[src/rtl/tws_pkg.sv]
package tws_pkg;
  typedef enum logic [2:0] {
    ST_IDLE,
    ST_CTRL,
    ST_WADDR,
    ST_WDATA,
    ST_RDATA,
    ST_SKIP
  } tws_state_e;
endpackage

[src/rtl/tws_cond.sv]
// Line history and bus-condition detection on synchronised SCL/SDA.
module tws_cond (
  input  logic clk,
  input  logic rst_n,
  input  logic scl_i,
  input  logic sda_i,
  output logic rise_o,
  output logic fall_o,
  output logic start_o,
  output logic stop_o
);
  logic scl_q, sda_q;

  always_ff @(posedge clk or negedge rst_n) begin
    if (!rst_n) begin
      scl_q <= 1'b1;
      sda_q <= 1'b1;
    end else begin
      scl_q <= scl_i;
      sda_q <= sda_i;
    end
  end

  assign rise_o  = scl_i & ~scl_q;
  assign fall_o  = ~scl_i & scl_q;
  assign start_o = scl_i & scl_q & sda_q & ~sda_i;
  assign stop_o  = scl_i & scl_q & ~sda_q & sda_i;
endmodule

[src/rtl/tws_shift.sv]
// Bit counter and receive shifter. Bits are sampled on SCL rise and
// counted on SCL fall; the first fall after a start is not counted.
module tws_shift #(
  parameter int unsigned DW    = 8,
  parameter int unsigned CNT_W = $clog2(DW + 1)
) (
  input  logic             clk,
  input  logic             rst_n,
  input  logic             rise_i,
  input  logic             fall_i,
  input  logic             clr_i,
  input  logic             sda_i,
  output logic [CNT_W-1:0] cnt_o,
  output logic [DW-1:0]    byte_o,
  output logic             done_o,
  output logic             ack_rise_o,
  output logic             ack_end_o,
  output logic             bit_fall_o
);
  localparam logic [CNT_W-1:0] LAST_BIT = CNT_W'(DW - 1);
  localparam logic [CNT_W-1:0] ACK_SLOT = CNT_W'(DW);

  logic             armed_q, armed_n;
  logic [CNT_W-1:0] cnt_q, cnt_n;
  logic [DW-1:0]    sh_q, sh_n;
  logic             cnt_en;

  assign cnt_en = fall_i & armed_q;

  always_comb begin
    armed_n = armed_q;
    cnt_n   = cnt_q;
    sh_n    = sh_q;
    if (clr_i) begin
      armed_n = 1'b0;
      cnt_n   = '0;
    end else begin
      if (rise_i) begin
        armed_n = 1'b1;
        if (cnt_q < ACK_SLOT) sh_n = {sh_q[DW-2:0], sda_i};
      end
      if (cnt_en) cnt_n = (cnt_q == ACK_SLOT) ? '0 : cnt_q + 1'b1;
    end
  end

  always_ff @(posedge clk or negedge rst_n) begin
    if (!rst_n) begin
      armed_q <= 1'b0;
      cnt_q   <= '0;
      sh_q    <= '0;
    end else begin
      armed_q <= armed_n;
      cnt_q   <= cnt_n;
      sh_q    <= sh_n;
    end
  end

  assign cnt_o      = cnt_q;
  assign byte_o     = sh_q;
  assign done_o     = cnt_en & (cnt_q == LAST_BIT);
  assign ack_end_o  = cnt_en & (cnt_q == ACK_SLOT);
  assign ack_rise_o = rise_i & (cnt_q == ACK_SLOT);
  assign bit_fall_o = cnt_en & (cnt_q < LAST_BIT);
endmodule

[src/rtl/tws_slave.sv]
module tws_slave import tws_pkg::*; #(
  parameter int unsigned       DW       = 8,
  parameter int unsigned       DEV_W    = 4,
  parameter int unsigned       CS_W     = 3,
  parameter logic [DEV_W-1:0]  DEV_CODE = 4'b1010
) (
  input  logic            clk,
  input  logic            rst_n,
  input  logic            scl_i,
  input  logic            sda_i,
  input  logic [CS_W-1:0] strap_i,
  input  logic            busy_i,
  input  logic [DW-1:0]   rd_data_i,
  output logic            sda_pd_o,
  output logic            ptr_load_o,
  output logic            wr_vld_o,
  output logic [DW-1:0]   byte_o,
  output logic            rd_req_o,
  output logic            wr_commit_o,
  output logic            wr_drop_o
);
  localparam int unsigned CNT_W = $clog2(DW + 1);

  logic             rise, fall, det_start, det_stop;
  logic [CNT_W-1:0] bit_cnt;
  logic [DW-1:0]    rx_byte;
  logic             byte_done, ack_rise, ack_end, bit_fall;
  logic             addr_hit;

  tws_state_e       st_q, st_n;
  logic             ack_q, ack_n;
  logic [DW-1:0]    tx_q, tx_n;
  logic             mack_q, mack_n;
  logic             have_q, have_n;
  logic             load_q, load_n, wr_q, wr_n, rd_q, rd_n, cm_q, cm_n, dr_q, dr_n;
  logic [DW-1:0]    byte_q, byte_n;

  tws_cond u_cond (
    .clk(clk), .rst_n(rst_n), .scl_i(scl_i), .sda_i(sda_i),
    .rise_o(rise), .fall_o(fall), .start_o(det_start), .stop_o(det_stop)
  );

  tws_shift #(.DW(DW), .CNT_W(CNT_W)) u_shift (
    .clk(clk), .rst_n(rst_n), .rise_i(rise), .fall_i(fall),
    .clr_i(det_start | det_stop), .sda_i(sda_i),
    .cnt_o(bit_cnt), .byte_o(rx_byte), .done_o(byte_done),
    .ack_rise_o(ack_rise), .ack_end_o(ack_end), .bit_fall_o(bit_fall)
  );

  assign addr_hit = (rx_byte[DW-1 -: DEV_W] == DEV_CODE) && (rx_byte[CS_W:1] == strap_i);

  always_comb begin
    st_n   = st_q;
    ack_n  = ack_q;
    tx_n   = tx_q;
    mack_n = mack_q;
    have_n = have_q;
    byte_n = byte_q;
    load_n = 1'b0;
    wr_n   = 1'b0;
    rd_n   = 1'b0;
    cm_n   = 1'b0;
    dr_n   = 1'b0;
    if (det_stop) begin
      st_n   = ST_IDLE;
      ack_n  = 1'b0;
      cm_n   = have_q;
      have_n = 1'b0;
    end else if (det_start) begin
      st_n   = ST_CTRL;
      ack_n  = 1'b0;
      dr_n   = have_q;
      have_n = 1'b0;
    end else begin
      if (ack_end) begin
        ack_n = 1'b0;
        if (st_q == ST_RDATA) begin
          if (mack_q) begin
            tx_n = rd_data_i;
            rd_n = 1'b1;
          end else begin
            st_n = ST_SKIP;
          end
        end
      end
      if (ack_rise && st_q == ST_RDATA) mack_n = ~sda_i;
      if (bit_fall && st_q == ST_RDATA) tx_n = {tx_q[DW-2:0], 1'b1};
      if (byte_done) begin
        case (st_q)
          ST_CTRL: begin
            if (addr_hit && !busy_i) begin
              ack_n  = 1'b1;
              mack_n = 1'b1;
              st_n   = rx_byte[0] ? ST_RDATA : ST_WADDR;
            end else begin
              st_n = ST_SKIP;
            end
          end
          ST_WADDR, ST_WDATA: begin
            if (!busy_i) begin
              ack_n  = 1'b1;
              byte_n = rx_byte;
              st_n   = ST_WDATA;
              if (st_q == ST_WADDR) begin
                load_n = 1'b1;
              end else begin
                wr_n   = 1'b1;
                have_n = 1'b1;
              end
            end else begin
              st_n = ST_SKIP;
            end
          end
          default: ;
        endcase
      end
    end
  end

  always_ff @(posedge clk or negedge rst_n) begin
    if (!rst_n) begin
      st_q   <= ST_IDLE;
      ack_q  <= 1'b0;
      tx_q   <= '1;
      mack_q <= 1'b0;
      have_q <= 1'b0;
      byte_q <= '0;
      load_q <= 1'b0;
      wr_q   <= 1'b0;
      rd_q   <= 1'b0;
      cm_q   <= 1'b0;
      dr_q   <= 1'b0;
    end else begin
      st_q   <= st_n;
      ack_q  <= ack_n;
      tx_q   <= tx_n;
      mack_q <= mack_n;
      have_q <= have_n;
      byte_q <= byte_n;
      load_q <= load_n;
      wr_q   <= wr_n;
      rd_q   <= rd_n;
      cm_q   <= cm_n;
      dr_q   <= dr_n;
    end
  end

  assign sda_pd_o    = ack_q | ((st_q == ST_RDATA) & (bit_cnt < CNT_W'(DW)) & ~tx_q[DW-1]);
  assign ptr_load_o  = load_q;
  assign wr_vld_o    = wr_q;
  assign byte_o      = byte_q;
  assign rd_req_o    = rd_q;
  assign wr_commit_o = cm_q;
  assign wr_drop_o   = dr_q;
endmodule

[config.mk]
export PLATFORM = sky130hd
export DESIGN_NAME = tws_slave
export DESIGN_NICKNAME = d
export VERILOG_FILES = /design/src/rtl/tws_pkg.sv /design/src/rtl/tws_cond.sv /design/src/rtl/tws_shift.sv /design/src/rtl/tws_slave.sv
export SDC_FILE = /design/constraint.sdc
export NUM_CORES = 1
export LEC_CHECK = 0
export CAP_MARGIN = 20
export CORE_MARGIN = 5
export CORE_UTILIZATION = 40
export CTS_BUF_LIST = sky130_fd_sc_hd__clkbuf_8
export DETAILED_ROUTE_END_ITERATION = 6
export HOLD_SLACK_MARGIN = 0.02
export PLACE_DENSITY = 0.73
export SLEW_MARGIN = 20
export SYNTH_ARGS = -nofsm -noshare
export SYNTH_HDL_FRONTEND = slang
export SYNTH_SLANG_ARGS = --single-unit
[constraint.sdc]
create_clock -name clk -period 2.4 [get_ports clk]
set_input_delay 0.36 -clock clk [delete_from_list [all_inputs] [get_ports clk]]
set_output_delay 0.36 -clock clk [all_outputs]
set_load 0.02 [all_outputs]
# Word level (Yosys, flattened, before mapping)
# Index checks and enable logic that the tools add are counted.
# word_totals
out_inout_bits	14
input_bits	16
elab_cells	128
regBits	42
# op_classes
mux	56
eq_ne	10
bitwise_logic	25
n_reduce_logical	18
addsub	1
n_lt_le_gt_ge	2
# op_table
operator	count
1-bit 2-to-1 mux	38
8-bit 2-to-1 mux	4
3-bit 2-to-1 mux	9
1-bit bitwise AND	14
4-bit 2-to-1 mux	3
5-bit AND reduction	2
2-bit nonzero test	5
1-bit inverter	9
4-bit equality test (second input constant)	2
3-bit by 2-bit equality test with 1-bit output (second input constant)	2
3-bit one-hot mux with 2 select lines	1
3-bit nonzero test	2
4-bit by 1-bit adder with 4-bit output (second input constant)	1
4-bit by 3-bit equality test with 1-bit output (second input constant)	1
1-bit logical AND	4
4-bit by 3-bit < comparator with 1-bit output (second input constant)	1
4-bit < comparator (second input constant)	1
4-bit AND reduction	1
3-bit by 1-bit equality test with 1-bit output (second input constant)	1
3-bit equality test	1
3-bit equality test (second input constant)	1
3-bit by 1-bit != test with 1-bit output (second input constant)	1
3-bit != test (second input constant)	1
3-bit AND reduction	1
5 further kinds	6

# Depth between registers and ports, before layout
# Gate-level depths: netlist of the first run.
# logic_depth
ltp_word	10
mapped_depth	8
mapped_depth_nobuf	6

# Hierarchy
# From an unflattened synthesis of the first run, not the netlist that was laid out.
# unflattened
hier_cells	166
hier_area_um2	1999.4
# by_module_without_submodules
module	n_inst	area_each_um2	cells_each	seq_area_each_um2
tws_slave	1	1301.2	108	685.7
tws_shift	1	613.1	52	325.3
tws_cond	1	85.1	6	52.6

# Worst setup path after synthesis of the first run
# OpenSTA, ideal clock, no wires.
# synth_timing
path_type	reg-to-output
from	register u_shift.cnt_q[3], in the netlist u_shift.cnt_o[3]
to	output port sda_pd_o
path_slack_ns	0.653
arrival_time_ns	1.387
required_ns	2.040
path_buffers	1
stages_incl_launch_ff	4
cell_sequence	dfrtp_1 -> buf_6 -> or4b_4 -> o21bai_1
# synth_via
elab_chain_cells	4
# synth_lines
element	line_no	text
start, declared	tws_shift.sv:24	logic [CNT_W-1:0] cnt_q, cnt_n;
start signal, assigned	tws_shift.sv:53	cnt_q <= cnt_n;
4-bit < comparator	tws_slave.sv:148	assign sda_pd_o = ack_q | ((st_q == ST_RDATA) & (bit_cnt < CNT_W'(DW)) & ~tx_q[DW-1]);
1-bit bitwise AND (2 in series)	tws_slave.sv:148	
1-bit bitwise OR	tws_slave.sv:148	
end, declared	tws_slave.sv:14	output logic sda_pd_o,
# No other way between the ends.

# Worst setup path after layout of the first run
# layout_timing
from	register st_q[1]
to	output port sda_pd_o
# layout_via
elab_chain_cells	4
# layout_lines
element	line_no	text
start, declared	tws_slave.sv:30	tws_state_e st_q, st_n;
start signal, assigned	tws_slave.sv:134	st_q <= st_n;
3-bit equality test	tws_slave.sv:148	
1-bit bitwise AND (2 in series)	tws_slave.sv:148	
1-bit bitwise OR	tws_slave.sv:148	
# No other way between the ends.

==> reports/metrics.csv, run 1 <==
metric,value,unit
worstPathArrival,1.84,ns
synthAdderAreaFrac,1.21,%
syn_inst,191,
ctsResizeCount,1,
period_needed,2.20,ns
ir_drop,0.000373,V
nFillCells,496,
p_leak,1.04,nW
synth_fp_nets,209,
synth_mux_area_share,8.69,%
drive_gt1_share,24.6,%
worstSetupPathType,reg -> out,
synth_top_family_by_area,simple AND/OR/NAND/NOR gates,
synth_compound_area_share,13.2,%
hold_buffers,0,
cts_tree,done,
grt_max_degree,43,
synth-seq-cells,42,
clk_path_buf_depth,2,
avgViaCountPerCell,5.24,
combPwrFrac,15.1,%
cp-start-kind,register,
drcViolationCount,0,
postCtsSetupBuffers,0,
maxSlewViolCount,0,
clk_latency,0.29,ns
p_int,1.14,mW
drt_iter0_markers,77,
switching_share,27.7,%
routedWlPerCell,13.9,um
port_buffers,29,
wirelength,4100,um
async_flop_share,100,%
setup_viol,0,
cap_viol_max_count,0,
die-area,6730,um2
yosysSeqAreaShare,51.3,%
numCtsBuffers,5,
cts_root_buf,clkbuf_8,
p_switching,437,uW
overflow,0,
ant_nets,0,
cts_max_level,2,
critPathCaptureType,output pin,
clk_pin_slew,0.08,ns
worstPathRequired,2.04,ns
power_frac_seq,54.8,%
rsz0062_at_grt,false,
io_pins,30,
gr-usage-all-layers,13.7,%
insertedDiodeCount,0,
cts.sinks,42,
synth_cell_types,44,
max-slew-margin-rel,39.0,%
die_h,82.0,um
gp_congestion,0.793,
synthSimpleGateAreaFrac,20.7,%
max_freq,455,MHz
vias,1542,
hold_class,in -> async,
critPathMaxFanout,8,
hold_viol,0,
fin_tns_setup,0,ns
netlist_area,2070,um2
synth-edff-count,0,
finClkSkew,0.00576,ns
core-area,5070,um2
antenna_found_initial,0,
die_w,82.0,um
worst_pin_slew,0.915,ns
avgSynthCellArea,10.9,um2
synth-xor-area-share,1.27,%
row_count,26,
grt_pass1_wl,7110,um
dpl.hpwl,2870,um
ys.flop_type,dfrtp_1,
yosys_warnings,0,
grt_pass1_vias,1520,
area_growth,22.3,%
power.total,1.58,mW
clock_power_share,30.1,%
power_density,622,nW/um2
status,"finished, final reports clean",
nets,241,
period_share,91.6,%
first_pass_iters,4,
start_util,40.9,%
==> power by group through the flow <==
stage	clock (mW)	sequential [mW]	combinational (mW)
floorplan	0	0.854	0.166
global placement	0	0.875	0.232
detailed placement	0	0.879	0.240
CTS	0.491	0.867	0.241
global route	0.523	0.881	0.273
finish	0.476	0.865	0.238
==> critical path: stages (launching register included) <==
cell and delay, ns:
dfrtp_1 0.46, or4b_4 0.56, o21bai_1 0.17, dlygate4sd2_1 0.35
==> synthesized netlist by cell type, types with 2 or more instances <==
cell	count	area, um2
dfrtp_1	32	801
nor2_1	20	75.1
mux2_2	16	180
nand2_1	14	52.6
dfstp_2	10	263
nor4_1	10	62.6
a211oi_1	7	52.6
nand3_1	7	35.0
nor3_1	7	35.0
o2bb2ai_1	7	61.3
clkbuf_1	6	22.5
a21oi_1	5	25.0
o21ai_0	5	25.0
buf_2	4	20.0
inv_1	3	11.3
xnor2_1	3	26.3
and3b_1	2	17.5
buf_6	2	22.5
ha_1	2	25.0
nand2b_1	2	12.5
nor3_2	2	20.0
nor3b_1	2	15.0
o211ai_1	2	15.0
==> layout make-up <==
type / instances / area, um2 / share of cell area (%)
clock buffers: 6 / 82.6 / 3.26
clock inverters: 2 / 12.5 / 0.493
inverters: 3 / 11.3 / 0.444
multi-input cells: 134 / 935 / 36.9
flip-flops and latches: 42 / 1060 / 41.9
well taps: 70 / 87.6 / 3.45
repair buffers: 37 / 344 / 13.6
==> kinds of logic (layout without fill, tap and decap cells) <==
group,after synthesis,after routing
and+or+nand+nor,77,77
DFF,42,42
adders and majority gates,2,2
AOI/OAI and AO/OA,36,36
xor gates and xnor gates,3,3
muxes,16,16
buffers and inverters,15,48
==> metal layers <==
layer / wire, um / GRT usage, % / vias up
met5: 0 / 0 / -
met3: 226 / 3.73 / 7
met4: 93 / 5.32 / 0
met2: 1890 / 22.7 / 33
li1: - / - / 757
met1: 1890 / 17.0 / 745
==> placed cells by master (no fill, tap or decap), types with 2 or more instances in the layout <==
master / count
a211oi_1: 7
a21oi_1: 5
and3b_1: 2
buf_4: 8
clkbuf_8: 6
clkdlybuf4s50_1: 27
dfrtp_1: 32
dfstp_2: 10
ha_1: 2
inv_1: 3
mux2_2: 16
nand2_1: 14
nand2b_1: 2
nand3_1: 7
nor2_1: 20
nor3_1: 7
nor3_2: 2
nor3b_1: 2
nor4_1: 10
o211ai_1: 2
o21ai_0: 5
o2bb2ai_1: 7
xnor2_1: 3
==> through the flow <==
step | setup WS (ns) | hold slack [ns] | cell area, um2 | utilization, % | std cells
global route | 0.101 | 0.274 | 2540 | 50.0 | 294
global placement | 0.251 | 0.469 | 2440 | 48.1 | 286
finish | 0.201 | 0.188 | 2540 | 50.0 | 294
CTS | 0.199 | 0.227 | 2540 | 50.0 | 294
detailed placement | 0.247 | 0.493 | 2440 | 48.1 | 286
floorplan | 0.653 | 0.0644 | 2070 | - | 191
==> worst paths after layout <==
check                                     to  slack (ns)        startpoint  cells past startpoint
setup / recovery                    sda_pd_o        0.20           st_q[1]                      3
hold / removal                      rd_req_o        0.19             rst_n                      1
setup reg to reg                     st_q[0]        0.56  u_shift.cnt_o[0]                      5
hold reg to reg                       have_q        0.51            have_q                      2
max in group asynchronous  u_shift.byte_o[7]        1.63             rst_n                      1
min in group clk                      have_q        0.51            have_q                      2
==> sequential cells by signal, indices dropped and copies added (netlist names) <==
name	count
tx_q	8
u_shift.cnt_o	4
wr_vld_o	1
mack_q	1
u_shift.armed_q	1
u_cond.sda_q	1
byte_o	8
u_cond.scl_q	1
rd_req_o	1
st_q	3
have_q	1
u_shift.byte_o	8
wr_drop_o	1
wr_commit_o	1
ptr_load_o	1
ack_q	1
(Power assumes the default switching activity.)
==> run 2: changes to the inputs <==
- CTS_CLUSTER_SIZE: default -> 30
- RECOVER_POWER: default -> 50
==> run 2 against run 1 <==
Worst hold slack gained 0.0043 ns. Combinational power is essentially flat. Routed wire length grew 0.20%. Flip-flop and latch count is the same. Die area is the same. Utilization shrank 0.15 points. Via count shrank 0.52%. Critical path depth is the same. Critical path type unchanged. Largest power group unchanged.
==> reports/metrics.csv, run 2 (synthesized netlist as in run 1, its figures left out) <==
metric,value,unit
final_core_util,49.8,%
grt_pass1_vias,1520,
place_inst,286,
cts_tree,done,
fin_tns_setup,0,ns
crit_family,simple AND/OR/NAND/NOR gates,
ir_drop,0.000373,V
crit_buf_inv,1,
first_pass_iters,4,
hold_viol,0,
worst_pin_slew,0.921,ns
io_pins,30,
met2_usage,22.7,%
wirelength,4110,um
grt_pass1_wl,7110,um
reg2reg_slack,0.56,ns
worstSetupPathDepth,3,
status,"finished, final reports clean",
row_count,26,
power.total,1.57,mW
period_needed,2.20,ns
area_growth,21.9,%
overflow,0,
routedWlPerCell,14.0,um
period_share,91.7,%
cap_viol_max_count,0,
grt_max_degree,43,
die_h,82.0,um
finClkSkew,0.00494,ns
final_common_cell,dfrtp_1,
maxSlewViolCount,0,
worstSetupPathType,reg -> out,
critPathMaxFanout,8,
avgViaCountPerCell,5.22,
die_w,82.0,um
met3_usage,3.73,%
hold_ws,0.192,ns
cts_max_level,2,
rsz0062_at_grt,false,
vias,1534,
dpl.hpwl,2870,um
cts_root_buf,clkbuf_8,
port_buffers,29,
numCtsBuffers,5,
gp_congestion,0.793,
drt_iter0_markers,77,
core-area,5070,um2
worstRegToRegCells,5,
insertedDiodeCount,0,
setup_viol,0,
clk_latency,0.29,ns
max_freq,454,MHz
power_density,623,nW/um2
critPathSlowestCell,or4b_4,
grt-busiest-layer,met2,
worstPathRequired,2.04,ns
antenna_found_initial,0,
cp_slowest_stage_delay,0.56,ns
cts.sinks,42,
worstPathCellList,or4b_4 > o21bai_1 > dlygate4sd2_1,
p_leak,1.03,nW
ant_nets,0,
fin_cells,294,
clk_pin_slew,0.08,ns
start_util,40.9,%
grtUsageMet1,17.0,%
nets,241,
most-common-layout-cells,"dfrtp_1 (32), clkdlybuf4s50_1 (25), nor2_1 (20)",
nFillCells,498,
die-area,6730,um2
max-slew-margin-rel,38.6,%
critPathCaptureType,output pin,
clk_path_buf_depth,2,
drive_gt1_share,23.7,%
worstPathArrival,1.84,ns
gr-usage-all-layers,13.7,%
cp-start-kind,register,
hold_class,in -> async,
drcViolationCount,0,
==> run 2: cell count changes in the layout (fill, tap and decap cells not counted), sizes merged <==
cell / before / now
clkdlybuf4s50: 27 / 25
clkbuf: 6 / 8
buf: 9 / 7
dlygate4sd3: 0 / 2
==> run 2: cell type report <==
type                    count  area, um2  share of cell area, %
well taps                  70       87.6                   3.46
clock buffers               6       82.6                   3.27
clock inverters             2       12.5                  0.495
flip-flops and latches     42       1060                   42.1
multi-input cells         134        935                   37.0
repair buffers             37        337                   13.3
inverters                   3       11.3                  0.445
==> run 2: timing repair <==
item / 4_1_cts / 5_1_grt
setup endpoints to repair: 1 / 0
resized for setup: 1 / 0
setup buffers: 0 / 0
hold buffers: 0 / 0
==> run 2: stage by stage <==
stage                     instance area (um2)  setup slack (ns)
after floorplan                          2070             0.653
after global placement                   2440             0.251
after detailed placement                 2440             0.247
after CTS                                2540             0.199
after global routing                     2530             0.101
final                                    2530             0.199
==> run 2: path summary, 6_finish.rpt <==
check                                  from           endpoint
min in group clk                     have_q             have_q
min reg2reg                          have_q             have_q
max                                 st_q[1]           sda_pd_o
min                                   rst_n           rd_req_o
max in group asynchronous             rst_n  u_shift.byte_o[7]
max reg2reg                u_shift.cnt_o[0]            st_q[0]
==> run 2: metal layers <==
layer / vias to the layer above / wire (um)
li1: 756 / -
met1: 742 / 1910
met2: 31 / 1900
met3: 5 / 229
met4: 0 / 64
met5: - / 0
==> run 2: report_power, final <==
part / total, mW / switching (mW) / internal (mW)
Clock: 0.475 / 0.244 / 0.231
Combinational: 0.236 / 0.110 / 0.126
Sequential: 0.865 / 0.0816 / 0.783
